`config.mk`:
```
export PLATFORM = sky130hd
export DESIGN_NAME = irq_router
export DESIGN_NICKNAME = d
export VERILOG_FILES = /design/src/rtl/irq_router.sv
export SDC_FILE = /design/constraint.sdc
export NUM_CORES = 1
export LEC_CHECK = 0
export BUFFER_PORTS_ARGS = -buffer_cell sky130_fd_sc_hd__buf_4
export CORE_ASPECT_RATIO = 0.5
export CORE_UTILIZATION = 56
export DETAILED_ROUTE_END_ITERATION = 12
export GPL_TIMING_DRIVEN = 0
export PLACE_DENSITY = 0.79
export SLEW_MARGIN = 20
export SYNTH_ARGS = -nofsm -noshare
export SYNTH_HDL_FRONTEND = slang
export SYNTH_SLANG_ARGS = --single-unit
```
`constraint.sdc`:
```
create_clock -name clk -period 3.52 [get_ports clk]
set_clock_uncertainty 0.15 [all_clocks]
set_input_delay 0.352 -clock clk [delete_from_list [all_inputs] [get_ports clk]]
set_output_delay 0.352 -clock clk [all_outputs]
set_load 0.01 [all_outputs]
```
`src/rtl/irq_router.sv`:
```
module irq_router #(
  parameter int NSRC = 32,
  parameter int AW   = 5
) (
  input  logic            clk,
  input  logic            rst_n,
  input  logic [NSRC-1:0] req_i,
  input  logic            wr_en,
  input  logic [AW-1:0]   addr,
  input  logic [NSRC-1:0] wdata,
  output logic [NSRC-1:0] rdata,
  output logic            irq_n,
  output logic            fiq_n
);
  localparam logic [AW-1:0] OFS_RAW  = AW'(5'h00);
  localparam logic [AW-1:0] OFS_MODE = AW'(5'h04);
  localparam logic [AW-1:0] OFS_BLK  = AW'(5'h08);
  localparam logic [AW-1:0] OFS_SVC  = AW'(5'h10);

  logic [NSRC-1:0] req_q, raw, route, blk, svc;
  logic [NSRC-1:0] rise, clr_raw, clr_svc, cand, win, fast;

  assign rise    = req_i & ~req_q;
  assign clr_raw = (wr_en && addr == OFS_RAW) ? wdata : '0;
  assign clr_svc = (wr_en && addr == OFS_SVC) ? wdata : '0;
  assign cand    = raw & ~blk & ~route;
  assign win     = cand & (~cand + NSRC'(1));
  assign fast    = raw & ~blk & route;

  always_ff @(posedge clk or negedge rst_n) begin
    if (!rst_n) begin
      req_q <= '0;
      raw   <= '0;
      route <= '0;
      blk   <= '1;
      svc   <= '0;
    end else begin
      req_q <= req_i;
      raw   <= (raw & ~clr_raw) | rise;
      if (wr_en && addr == OFS_MODE) route <= wdata;
      if (wr_en && addr == OFS_BLK)  blk   <= wdata;
      if (|svc) svc <= svc & ~clr_svc;
      else      svc <= win;
    end
  end

  always_comb begin
    case (addr)
      OFS_RAW:  rdata = raw;
      OFS_MODE: rdata = route;
      OFS_BLK:  rdata = blk;
      OFS_SVC:  rdata = svc;
      default:  rdata = '0;
    endcase
  end

  assign irq_n = ~|svc;
  assign fiq_n = ~|fast;

  p_rise_sets_r2: assert property (@(posedge clk) disable iff (!rst_n)
    (|rise) |=> ((raw & $past(rise)) == $past(rise)));

  p_svc_onehot_r5: assert property (@(posedge clk) disable iff (!rst_n)
    $onehot0(svc));

  p_svc_source_r5: assert property (@(posedge clk) disable iff (!rst_n)
    $rose(|svc) |-> (($past(cand) & svc) == svc));

  p_svc_hold_r6: assert property (@(posedge clk) disable iff (!rst_n)
    ((|svc) && !(|(clr_svc & svc))) |=> (svc == $past(svc)));

  p_blk_load_r4: assert property (@(posedge clk) disable iff (!rst_n)
    (wr_en && addr == OFS_BLK) |=> (blk == $past(wdata)));

  p_route_load_r4: assert property (@(posedge clk) disable iff (!rst_n)
    (wr_en && addr == OFS_MODE) |=> (route == $past(wdata)));
endmodule

```
==> flow_metrics.env <==
export IMPL_status="finished with violations"
export IMPL_violations="design-rule violations"
export IMPL_clock_sinks=160
export IMPL_path_clk_slew_ns=0.07
export IMPL_ys_types=41
export IMPL_cts_tree="done"
export IMPL_rsz0062_at_grt="false"
export IMPL_grt_usage=0.3193
export IMPL_hold_violations=0
export IMPL_final_util=0.7374
export IMPL_tightest_slew_ns=0.8011
export IMPL_hold_path_class="input pin to register"
export IMPL_die_w_um=165.8
export IMPL_grt_max_degree=93
export IMPL_cp_required_ns=3.02
export IMPL_hold_depth=2
export IMPL_num_vias=6321
export IMPL_path_delay_family="buffers and inverters"
export IMPL_die_h_um=83.92
export IMPL_path_cells="buf_4 > or3_1 > buf_2 > nor3_1 > clkbuf_1 > a22o_1 > a221o_1 > buf_4"
export IMPL_worstSetupStartpoint="addr[3]"
export IMPL_drtPass1Iterations=10
export IMPL_seq_area_frac_synth=0.5380
export IMPL_post_route_period_util=0.8512
export IMPL_place_inst=949
export IMPL_setup_tns_ns=0
export IMPL_synth_seq_cells=160
export IMPL_io_pin_count=106
export IMPL_cts_htree_levels=4
export IMPL_synth_edf_count=0
export IMPL_drc=4
export IMPL_timing_fmax_mhz=333.7
export IMPL_place_hpwl_mm=14.76
export IMPL_synth_avg_cell_area_um2=11.17
export IMPL_cts_setup_buffers=0
export IMPL_syn_to_final_growth_pct=26.39
export IMPL_power_density_nw_per_um2=530.8
export IMPL_port_buffers=105
export IMPL_cts_buffers=17
export IMPL_stdcell_area_um2=9499
export IMPL_slew_viol_final=0
export IMPL_ys_flop_type="dfrtp_1"
export IMPL_synthCells=673
export IMPL_nets=903
export IMPL_dpl_cell_area_um2=8552
export IMPL_die_area_um2=13920
export IMPL_max_slew_margin=0.4659
export IMPL_cts_hold_buf=33
export IMPL_first_iter_violations=611
export IMPL_antenna_found_initial=0
export IMPL_max_cap_violations=0
export IMPL_avgRoutedWirePerCell_um=21.18
export IMPL_reg2reg_from="svc[30]"
export IMPL_ant_nets=0
export IMPL_insertion_delay_ns=0.42
export IMPL_synth_top_cells_by_area="dfrtp_1 43%, dfstp_2 11%, nand2_1 6.0%"
export IMPL_worstPathMaxFanout=10
export IMPL_yosysTopAreaCellShare=0.4262
export IMPL_cp_arrival_ns=2.49
export IMPL_diodes=0
export IMPL_synthArstFlopShare=1.000
export IMPL_syn_cell_area_um2=7516
export IMPL_cts_root_buf="clkbuf_16"
export IMPL_row_count=29
export IMPL_crit_type="input pin to output pin"
export IMPL_cts_resized=0
export IMPL_vias_per_cell=6.234
export IMPL_grt_ovfl_total=0
export IMPL_fill_cells=873
export IMPL_yosysTopAreaCell="dfrtp_1"
export IMPL_cp_end_kind="output pin"
export IMPL_path_buf_inv=4
export IMPL_irDropWorstVdd_uv=361.8
export IMPL_grt_pass1_vias=6243
export IMPL_start_kind="input pin"
export IMPL_max_stage_delay_ns=0.60
export IMPL_crit_top_cell="buf_4"
export IMPL_ff2ff_path_depth=6
export IMPL_min_to="route[22]"
export IMPL_routed_wirelength_mm=21.48
export IMPL_initial_core_util=0.5835
export IMPL_finalCriticalPeriod_ns=2.996
export IMPL_r2r_end="svc[7]"
export IMPL_ff2ff_setup_slack_ns=0.79
export IMPL_hp_start="wdata[22]"
export IMPL_layout_cells_non_filler=1014
export IMPL_place_gp_congestion=0.9141
export IMPL_critPathSlowestCell="clkbuf_1"
export IMPL_grt_first_pass_wirelength_mm=33.56
export IMPL_yosys_warnings=0
export IMPL_power_leakage_nw=4.295
export IMPL_power_mw=5.042
export IMPL_setup_viol=0
export IMPL_core_um2=12880
export IMPL_cts_buffer_depth=2
export IMPL_drive_above_1_share=0.2891
export IMPL_mappedNetlistNets=745
==> cell usage after synthesis, types with 13 or more instances <==
| master | instances |
|---|---|
| dfstp_2 | 32 |
| o21ai_0 | 31 |
| mux2_1 | 30 |
| a221o_1 | 32 |
| inv_1 | 37 |
| a22o_1 | 36 |
| nor3b_1 | 19 |
| buf_2 | 13 |
| mux2_2 | 34 |
| a32o_1 | 13 |
| nor2_1 | 13 |
| nand2_1 | 121 |
| dfrtp_1 | 128 |
| or3b_2 | 13 |
| nand3b_1 | 34 |
==> metrics by stage <==
| step | hold WS, ns | setup WS [ns] |
|---|---|---|
| after detailed placement | 0.2467 | 0.6165 |
| after global routing | 0.02066 | 0.4339 |
| final | 0.01950 | 0.5237 |
| after CTS | 0.01543 | 0.5607 |
| after global placement | 0.2450 | 0.6138 |
| after floorplan | -0.09359 | 1.229 |
==> power breakdown <==
| part | leakage (nW) | internal, mW | switching, mW | total (mW) |
|---|---|---|---|---|
| Combinational | 2.21 | 0.387 | 0.401 | 0.788 |
| Clock | 0.291 | 1.15 | 0.797 | 1.94 |
| Sequential | 1.80 | 2.10 | 0.212 | 2.31 |
| Total | 4.29 | 3.63 | 1.41 | 5.04 |
==> worst max-delay path by stage <==
stage           endpoint  slack [ns]  cells past startpoint
6_report       rdata[23]        0.52                      8
2_1_floorplan  rdata[10]        1.23                      6
5_1_grt        rdata[23]        0.43                      8
3_5_place_dp   rdata[23]        0.62                      8
4_1_cts        rdata[23]        0.56                      8
3_3_place_gp   rdata[23]        0.61                      8
==> layer usage <==
metal  share of wire  GRT usage
met1            0.42     0.4355
met2            0.45     0.5054
met3            0.11    0.08393
met4           0.011    0.09261
met5               0          0
==> worst register-to-register path, stage by stage, from the launching register on <==
cell and delay [ns]:
dfrtp_1 0.42, nor4_1 0.55, nand4_1 0.29, nor3_1 0.65, nor2b_1 0.21, buf_2 0.20
a32o_1 0.21
==> state kept, by name, indices dropped and copies added, names as in the netlist <==
name   cells
raw       32
req_q     32
blk       32
route     32
svc       32
==> layout by cell type (no fill, tap or decap), types with 11 or more instances in the layout <==
master / netlist / final
nand2_1: 121 / 121
dfstp_2: 32 / 32
clkbuf_1: 11 / 11
nor3b_1: 19 / 19
dfrtp_1: 128 / 128
dlygate4sd3_1: 0 / 33
nor2_1: 13 / 13
buf_4: 0 / 104
nand4_1: 12 / 12
mux2_1: 30 / 30
nand3b_1: 34 / 34
a221o_1: 32 / 32
mux2_2: 34 / 34
a22o_1: 36 / 36
inv_1: 37 / 37
buf_2: 13 / 13
or3b_2: 13 / 13
a32o_1: 13 / 13
clkbuf_16: 0 / 17
o21ai_0: 31 / 31
==> kinds of logic after synthesis <==
family,share of synthesized area
flip-flops,0.5380
AO/OA/AOI/OAI,0.1397
AND/OR/NAND/NOR,0.1893
multiplexers,0.09589
buffers and inverters,0.03712
==> cell type report <==
class,instances,area [um^2],area share
Clock buffer,18,439.2,0.04623
Buffer,29,140.1,0.01475
Multi-Input combinational cell,447,3193,0.3361
Tap cell,170,212.7,0.02239
Clock inverter,14,177.7,0.01870
Inverter,37,138.9,0.01462
Timing Repair Buffer,139,1154,0.1214
Sequential cell,160,4044,0.4257
Note: power is estimated with default switching activity, not from simulation.
